<file path="src/rtl/fpm_pkg.sv">
package fpm_pkg;
  typedef enum logic [2:0] {
    ST_IDLE = 3'd0,
    ST_PREP = 3'd1,
    ST_MUL  = 3'd2,
    ST_NORM = 3'd3,
    ST_FIX  = 3'd4
  } fpm_state_e;

  typedef struct packed {
    logic zero;
    logic inf;
    logic nan;
    logic snan;
  } fpm_class_t;
endpackage

</file>
<file path="src/rtl/fpm_classify.sv">
module fpm_classify #(
  parameter int EXP_W  = 11,
  parameter int FRAC_W = 52,
  localparam int W     = 1 + EXP_W + FRAC_W
) (
  input  logic [W-1:0] opa,
  input  logic [W-1:0] opb,
  input  logic         trap_en,
  output logic         special_o,
  output logic [W-1:0] special_val_o,
  output logic         invalid_o,
  output logic         trap_o
);
  import fpm_pkg::*;

  localparam logic [W-1:0] QUIET_BIT = W'(1) << (FRAC_W - 1);
  localparam logic [W-1:0] DEF_NAN   = {1'b0, {EXP_W{1'b1}}, 1'b1, {(FRAC_W-1){1'b0}}};

  fpm_class_t ca, cb;
  logic       sgn, hit, inv;
  logic [W-1:0] val;

  function automatic fpm_class_t classify(input logic [W-1:0] x);
    fpm_class_t c;
    logic ones;
    ones   = &x[W-2 -: EXP_W];
    c.zero = (x[W-2:0] == '0);
    c.inf  = ones && (x[FRAC_W-1:0] == '0);
    c.nan  = ones && (x[FRAC_W-1:0] != '0);
    c.snan = c.nan && !x[FRAC_W-1];
    return c;
  endfunction

  assign ca  = classify(opa);
  assign cb  = classify(opb);
  assign sgn = opa[W-1] ^ opb[W-1];

  always_comb begin
    hit = 1'b0;
    inv = 1'b0;
    val = '0;
    if (ca.nan) begin
      hit = 1'b1;
      if (ca.snan) begin
        inv = 1'b1;
        val = opa | QUIET_BIT;
      end else if (cb.snan) begin
        inv = 1'b1;
        val = opb | QUIET_BIT;
      end else begin
        val = opa;
      end
    end else if (cb.nan) begin
      hit = 1'b1;
      inv = cb.snan;
      val = opb | QUIET_BIT;
    end else if ((ca.inf && cb.zero) || (ca.zero && cb.inf)) begin
      hit = 1'b1;
      inv = 1'b1;
      val = DEF_NAN;
    end else if (ca.inf || cb.inf) begin
      hit = 1'b1;
      val = {sgn, {EXP_W{1'b1}}, {FRAC_W{1'b0}}};
    end else if (ca.zero || cb.zero) begin
      hit = 1'b1;
      val = {sgn, {(W-1){1'b0}}};
    end
  end

  assign trap_o        = inv && trap_en;
  assign special_o     = hit && !trap_o;
  assign invalid_o     = inv && !trap_o;
  assign special_val_o = val;
endmodule

</file>
<file path="src/rtl/fpm_prenorm.sv">
module fpm_prenorm #(
  parameter int EXP_W  = 11,
  parameter int FRAC_W = 52
) (
  input  logic                    clk,
  input  logic                    rst_n,
  input  logic                    load,
  input  logic [EXP_W+FRAC_W-1:0] mag,
  input  logic                    step,
  output logic [FRAC_W:0]         sig_o,
  output logic                    need_o
);
  logic [FRAC_W:0] sig;

  always_ff @(posedge clk or negedge rst_n) begin
    if (!rst_n) begin
      sig <= '0;
    end else if (load) begin
      if (|mag[EXP_W+FRAC_W-1 -: EXP_W]) sig <= {1'b1, mag[FRAC_W-1:0]};
      else                               sig <= {mag[FRAC_W-1:0], 1'b0};
    end else if (step && !sig[FRAC_W]) begin
      sig <= sig << 1;
    end
  end

  assign sig_o  = sig;
  assign need_o = !sig[FRAC_W];

  // once the leading one reaches the hidden position it stays there
  a_r8_lead_kept: assert property (@(posedge clk) disable iff (!rst_n)
    (step && !load && sig[FRAC_W]) |=> sig[FRAC_W]);
endmodule

</file>
<file path="src/rtl/fpm_mac.sv">
module fpm_mac #(
  parameter int SIG_W  = 53,
  parameter int RB     = 4,
  parameter int PAD    = 7,
  localparam int ITERS = (SIG_W + RB - 1) / RB,
  localparam int MQ_W  = ITERS * RB,
  localparam int ACC_W = SIG_W + PAD + RB
) (
  input  logic             clk,
  input  logic             rst_n,
  input  logic             clear,
  input  logic             step,
  input  logic             nshift,
  input  logic [SIG_W-1:0] mcand,
  input  logic [SIG_W-1:0] mplier,
  output logic [ACC_W-1:0] acc_o,
  output logic             sticky_o
);
  logic [ACC_W-1:0] acc, part;
  logic [MQ_W-1:0]  mq;
  logic             sticky;
  logic [ACC_W-1:0] term [RB];

  for (genvar j = 0; j < RB; j++) begin : g_term
    assign term[j] = mq[j] ? (ACC_W'(mcand) << (PAD + j)) : '0;
  end

  always_comb begin
    part = '0;
    for (int j = 0; j < RB; j++) part = part + term[j];
  end

  always_ff @(posedge clk or negedge rst_n) begin
    if (!rst_n) begin
      acc    <= '0;
      mq     <= '0;
      sticky <= 1'b0;
    end else if (clear) begin
      acc    <= '0;
      mq     <= MQ_W'(mplier);
      sticky <= 1'b0;
    end else if (step) begin
      sticky <= sticky | (|acc[RB-1:0]);
      acc    <= (acc >> RB) + part;
      mq     <= mq >> RB;
    end else if (nshift) begin
      acc <= acc << 1;
    end
  end

  assign acc_o    = acc;
  assign sticky_o = sticky;

  // bits that leave the accumulator are never forgotten
  a_r9_sticky_keep: assert property (@(posedge clk) disable iff (!rst_n)
    (step && sticky) |=> sticky);
endmodule

</file>
<file path="src/rtl/fpm_iter_mul.sv">
module fpm_iter_mul #(
  parameter int EXP_W  = 11,
  parameter int FRAC_W = 52,
  parameter int RB     = 4,
  parameter int PAD    = 7,
  localparam int W     = 1 + EXP_W + FRAC_W,
  localparam int SIG_W = FRAC_W + 1,
  localparam int EO_W  = EXP_W + 2
) (
  input  logic            clk,
  input  logic            rst_n,
  input  logic            start,
  input  logic [W-1:0]    opa,
  input  logic [W-1:0]    opb,
  input  logic            trap_en,
  output logic            busy,
  output logic            done,
  output logic            special,
  output logic [W-1:0]    special_val,
  output logic            invalid,
  output logic            trap,
  output logic            res_sign,
  output logic [EO_W-1:0] res_exp,
  output logic [SIG_W-1:0] res_sig,
  output logic            res_guard,
  output logic            res_sticky
);
  import fpm_pkg::*;

  localparam int ITERS = (SIG_W + RB - 1) / RB;
  localparam int ACC_W = SIG_W + PAD + RB;
  localparam int TOP   = 2 * SIG_W - 1 + PAD - RB * (ITERS - 1);
  localparam int GRD   = TOP - SIG_W;
  localparam int CNT_W = $clog2(ITERS);
  localparam int BIAS  = (1 << (EXP_W - 1)) - 1;
  localparam logic [CNT_W-1:0] LAST = CNT_W'(ITERS - 1);

  fpm_state_e state;
  logic [CNT_W-1:0] cnt;
  logic signed [EO_W-1:0] exp_r, exp_init;
  logic sign_r, done_r, spec_r, inv_r, trap_r;
  logic [W-1:0] sval_r;

  logic c_spec, c_inv, c_trap;
  logic [W-1:0] c_val;
  logic [W-1:0] ops [2];
  logic [SIG_W-1:0] sigs [2];
  logic [1:0] need;
  logic pn_load, mac_clear, mac_step, mac_nshift, mac_sticky;
  logic [ACC_W-1:0] acc;

  fpm_classify #(.EXP_W(EXP_W), .FRAC_W(FRAC_W)) u_cls (
    .opa(opa), .opb(opb), .trap_en(trap_en),
    .special_o(c_spec), .special_val_o(c_val),
    .invalid_o(c_inv), .trap_o(c_trap)
  );

  assign ops[0] = opa;
  assign ops[1] = opb;
  assign pn_load = (state == ST_IDLE) && start && !c_spec && !c_trap;

  for (genvar g = 0; g < 2; g++) begin : g_opnd
    fpm_prenorm #(.EXP_W(EXP_W), .FRAC_W(FRAC_W)) u_pn (
      .clk(clk), .rst_n(rst_n), .load(pn_load),
      .mag(ops[g][W-2:0]), .step(state == ST_PREP),
      .sig_o(sigs[g]), .need_o(need[g])
    );
  end

  assign mac_clear  = (state == ST_PREP) && (need == 2'b00);
  assign mac_step   = (state == ST_MUL);
  assign mac_nshift = ((state == ST_NORM) || (state == ST_FIX)) && !acc[TOP];

  fpm_mac #(.SIG_W(SIG_W), .RB(RB), .PAD(PAD)) u_mac (
    .clk(clk), .rst_n(rst_n), .clear(mac_clear), .step(mac_step),
    .nshift(mac_nshift), .mcand(sigs[1]), .mplier(sigs[0]),
    .acc_o(acc), .sticky_o(mac_sticky)
  );

  assign exp_init = $signed(EO_W'(opa[W-2 -: EXP_W])) + $signed(EO_W'(opb[W-2 -: EXP_W]))
                  - $signed(EO_W'(BIAS));

  always_ff @(posedge clk or negedge rst_n) begin
    if (!rst_n) begin
      state  <= ST_IDLE;
      cnt    <= '0;
      exp_r  <= '0;
      sign_r <= 1'b0;
      done_r <= 1'b0;
      spec_r <= 1'b0;
      inv_r  <= 1'b0;
      trap_r <= 1'b0;
      sval_r <= '0;
    end else begin
      done_r <= 1'b0;
      case (state)
        ST_IDLE: if (start) begin
          sign_r <= opa[W-1] ^ opb[W-1];
          spec_r <= c_spec;
          sval_r <= c_val;
          inv_r  <= c_inv;
          trap_r <= c_trap;
          if (c_spec || c_trap) begin
            done_r <= 1'b1;
          end else begin
            exp_r <= exp_init;
            state <= ST_PREP;
          end
        end
        ST_PREP: if (need == 2'b00) begin
          cnt   <= '0;
          state <= ST_MUL;
        end else begin
          exp_r <= exp_r - EO_W'(need[0]) - EO_W'(need[1]);
        end
        ST_MUL: begin
          cnt <= cnt + 1'b1;
          if (cnt == LAST) state <= ST_NORM;
        end
        ST_NORM: begin
          if (acc[TOP]) exp_r <= exp_r + 1'b1;
          state <= ST_FIX;
        end
        ST_FIX: if (acc[TOP]) begin
          done_r <= 1'b1;
          state  <= ST_IDLE;
        end else begin
          exp_r <= exp_r - 1'b1;
        end
        default: state <= ST_IDLE;
      endcase
    end
  end

  assign busy        = (state != ST_IDLE);
  assign done        = done_r;
  assign special     = spec_r;
  assign special_val = sval_r;
  assign invalid     = inv_r;
  assign trap        = trap_r;
  assign res_sign    = sign_r;
  assign res_exp     = exp_r;
  assign res_sig     = acc[TOP -: SIG_W];
  assign res_guard   = acc[GRD];
  assign res_sticky  = mac_sticky | (|acc[GRD-1:0]);

  // completion is only reported once the datapath is free
  a_r1_done_idle: assert property (@(posedge clk) disable iff (!rst_n)
    done |-> !busy);
  // a start during busy must not disturb the latched request
  a_r1_busy_hold: assert property (@(posedge clk) disable iff (!rst_n)
    busy |=> $stable(res_sign));
  // both significands are normalized before the product loop
  a_r8_mul_norm: assert property (@(posedge clk) disable iff (!rst_n)
    (state == ST_MUL) |-> (sigs[0][SIG_W-1] && sigs[1][SIG_W-1]));
  // the delivered significand carries its leading one and no overflow bits
  a_r9_result_norm: assert property (@(posedge clk) disable iff (!rst_n)
    (done && !special && !trap) |-> (res_sig[SIG_W-1] && (acc[ACC_W-1:TOP+1] == '0)));
  // a trapped request never also presents a result
  a_r12_trap_excl: assert property (@(posedge clk) disable iff (!rst_n)
    done |-> !(special && trap));
  // an invalid flag always comes with a quiet NaN
  a_r4_nan_invalid: assert property (@(posedge clk) disable iff (!rst_n)
    (done && invalid) |-> (special && (&special_val[W-2 -: EXP_W]) && special_val[FRAC_W-1]));
endmodule

</file>
<file path="config.mk">
export PLATFORM = sky130hd
export DESIGN_NAME = fpm_iter_mul
export DESIGN_NICKNAME = d
export VERILOG_FILES = /design/src/rtl/fpm_pkg.sv /design/src/rtl/fpm_classify.sv /design/src/rtl/fpm_prenorm.sv /design/src/rtl/fpm_mac.sv /design/src/rtl/fpm_iter_mul.sv
export SDC_FILE = /design/constraint.sdc
export NUM_CORES = 1
export LEC_CHECK = 0
export CAP_MARGIN = 0
export CELL_PAD_IN_SITES_DETAIL_PLACEMENT = 2
export CELL_PAD_IN_SITES_GLOBAL_PLACEMENT = 2
export CORE_ASPECT_RATIO = 0.6
export CORE_MARGIN = 4
export CORE_UTILIZATION = 32
export CTS_CLUSTER_DIAMETER = 40
export DETAILED_ROUTE_END_ITERATION = 7
export GPL_TIMING_DRIVEN = 0
export PLACE_DENSITY = 0.85
export SYNTH_ARGS = -nofsm -noshare
export SYNTH_HDL_FRONTEND = slang
export SYNTH_SLANG_ARGS = --single-unit
</file>
<file path="constraint.sdc">
create_clock -name clk -period 4.39 [get_ports clk]
set_input_delay 0.6585 -clock clk [delete_from_list [all_inputs] [get_ports clk]]
set_output_delay 0.6585 -clock clk [all_outputs]
set_load 0.01 [all_outputs]
</file>
==> metrics <==
wire length per cell=29.4 um; remaining design rule violation count=0; die span in y=226 um; Design Area, Final=0.0331 mm2; num rows=79; Seq/Total Area, Yosys=31.0%; area enclosed by the die boundary=0.0836 mm2; final-report setup violation count=47; total global routing track utilization=29.7%; ordered list of cells on the worst path=buf_8 -> buf_4 -> and2_1 -> fa_1 -> fa_1 -> inv_1 -> fa_1 -> inv_1 -> ha_4 -> buf_8 -> nand4_1 -> or3_4 -> nor3_4 -> nor2b_2 -> a31oi_2 -> buf_4 -> nand4_1 -> a21o_4 -> nor2b_4 -> or4_1 -> nand4_1; RD Place Congestion=0.898; dominant cell type by area after synthesis=dfrtp_1; outcome=finished, violations left; Post-Route Hold Slack=0.518 ns; data arrival time of the critical path=about 6.3 ns; distinct cell type count of the synthesized netlist=between 80 and 90; minimum clock period after layout=5.70 ns; wire length of the first global-routing pass=188000 um; share of flip-flops with an asynchronous set or reset=100%; fraction of synthesized cell area taken by the top area cell type=a little over 30%; drt initial violations=2713; parity-gate share of the synthesized area counting xor and xnor cells=2.29%; net total in the final layout=3798; final number of max-transition violations=0; DR vias/cell=5.89; Register-to-Register Path Depth=21; width of the die=~370 um; transition time at the pin with the least slew margin=1.39 ns; number of cells on the critical path=21; count of warnings emitted by yosys=0; post-route worst setup slack=-1.31 ns; Crit path buffers/inverters=6; clock latency of the later-clocked register in the worst-skew pair=slightly below 0.7 ns; Top Family by Delay on Critical Path=simple AND/OR/NAND/NOR gates; final setup skew=0.0453 ns; htree depth=2; Mean Syn Cell Area=8.43 um2; dominant combinational cell family by area after synthesis=simple AND/OR/NAND/NOR gates; DR pass1 iterations=5; buffer depth of the longest clock path=3; total overflow reported by the global router=0; startpoint-to-endpoint class of the critical path=reg -> reg; largest driver fanout on the critical path=7; pin count of the biggest net entering global routing=97; clock edge transition at the registers on the reported setup and hold paths=0.08 ns; residual antenna-violating net count after detailed routing=0; Fmax=0.175 GHz; synthesized instance count=2997; Area growth syn-to-layout=31.2%; compound-gate portion of the synthesized area=between 15 and 20%; initial cell density of the core=32.4%; dpl hpwl=90500 um; clock buffer count from CTS=49; slowest cell on the critical path=fa_1; Worst Hold Depth=1; post-synthesis cell area=0.0253 mm2; net count after synthesis=3387; register bit total from synthesis=313; adder-cell share of the synthesized area=17.5%; element type at the critical path start=flop; endpoint kind of the worst setup timing path=flop; Core Area=0.0779 mm2; total placed instance area=0.0295 mm2; # IOs=270; Relative slew margins=7.09%; WL final=132000 um; number of sinks handled by clock tree synthesis=about 310; WP data required=between 4 and 5 ns; synth top area cells=dfrtp_1, fa_1, nand2_1; vias after detailed routing=about 27000; max-cap violation count=0; most used flip-flop cell after synthesis=dfrtp_1; violations in the final reports=negative setup slack; vias in the first global route=28400; type of the worst min-delay path=reg -> reg; number of hold violations in the final report=0; Total Neg Setup Slack=-36.60 ns; CTS Root Buffer Type=clkbuf_16; count of input and output buffers=269; multiplexer area fraction after synthesis=0.679%; layout cell share with drive strength beyond 1=13.8%; number of antenna violations at the first check in global routing=8; clock tree from TritonCTS=built; CP peak stage delay=0.59 ns; final clock period utilization by the worst path=130%; fraction of the mapped netlist area in simple logic gates=20.3%; number of enable flip-flop cells after synthesis=0; setup repair after global routing missed its margin=true
## state kept, by name, summed over array words and instances (netlist names), 3 cells and up
register / flops
u_mac.acc_o: 64
g_opnd.u_pn.sig_o: 106
special_val: 64
u_mac.mq: 53
res_exp: 13
state: 3
cnt: 4
## stage by stage
stage                     utilization (%)  setup slack, ns  cells
after global placement               37.7           -12.42   4319
final                                42.5            -1.31   4504
after detailed placement             37.9            -1.78   4322
after global routing                 42.5            -1.32   4499
after CTS                            41.5           -0.830   4452
after floorplan                         -          -0.0416   2997
## synth_stat cells (30+ instances only)
cell type / number
a21oi_1: 217
a221o_1: 104
a221oi_1: 57
a31oi_1: 53
and2_1: 206
buf_2: 32
buf_4: 55
clkbuf_1: 130
dfrtp_1: 313
fa_1: 159
ha_1: 99
inv_1: 292
nand2_1: 458
nand3_1: 35
nor2_1: 251
nor3_1: 30
nor4_1: 36
o21ai_0: 115
xnor2_1: 39
## final cells by class
cell class / instances / area (um2)
antenna: 5 / 12.5
clock buffer: 54 / 1300
multi-input combinational: 2161 / 16200
timing repair buffer: 365 / 3620
clock inverter: 35 / 474
fill: 8508 / 44800
sequential: 313 / 7840
inverter: 292 / 1100
tap: 1053 / 1320
buffer: 226 / 1300
## cell usage in the layout, fill, tap and decap left out, types with 29 or more instances in the layout
| master | Yosys | layout |
|---|---|---|
| and2_1 | 206 | 198 |
| a221o_1 | 104 | 104 |
| inv_1 | 292 | 281 |
| xnor2_1 | 39 | 30 |
| a31oi_1 | 53 | 50 |
| o21ai_0 | 115 | 75 |
| ha_1 | 99 | 73 |
| nor2_1 | 251 | 244 |
| buf_6 | 6 | 35 |
| o21ai_1 | 6 | 35 |
| nand3_1 | 35 | 31 |
| dfrtp_1 | 313 | 309 |
| fa_1 | 159 | 155 |
| buf_4 | 55 | 119 |
| nand4_1 | 29 | 29 |
| nand2_1 | 458 | 451 |
| clkbuf_1 | 130 | 109 |
| clkdlybuf4s50_1 | 0 | 268 |
| a21oi_1 | 217 | 197 |
| buf_2 | 32 | 29 |
| nor4_1 | 36 | 30 |
| clkbuf_16 | 0 | 54 |
| a221oi_1 | 57 | 56 |
## logic make-up (layout without fill, tap and decap cells)
logic type	count (synthesis)	count (layout)
AO/OA/AOI/OAI	713	713
XOR/XNOR	66	66
adder cells (fa/ha/maj)	258	258
buffers and inverters	523	972
flip-flops	313	313
multiplexers	17	17
other	0	5
AND/OR/NAND/NOR	1107	1107
## timing repair
action | in CTS | in global routing
pin swaps | 45 | 67
endpoints found under the hold margin | 26 | 0
hold buffers | 1 | 0
endpoints found under the setup margin | 222 | 206
resized for setup | 178 | 122
gates cloned | 2 | 1
buffers inserted | 43 | 49
## final timing paths
path | slack (ns) | from | to
setup reg to reg | -1.31 | u_mac.mq[3] | u_mac.acc_o[54]
hold reg to reg | 0.52 | u_mac.sticky_o | u_mac.sticky_o
min in group asynchronous | 0.55 | rst_n | u_mac.acc_o[41]
setup / recovery | -1.31 | u_mac.mq[3] | u_mac.acc_o[54]
max in group asynchronous | 2.10 | rst_n | special_val[47]
hold / removal | 0.52 | u_mac.sticky_o | u_mac.sticky_o
## routing by layer
metal	GRT usage (%)	wire, um	share of wire (%)
met1	41.3	56500	43
met2	45.4	59600	45
met3	7.48	12100	9.1
met4	9.19	4280	3.2
met5	0	36	0.027
Power is not shown: default switching activity piles up to over one toggle a cycle in this logic, so the estimate is an artifact.
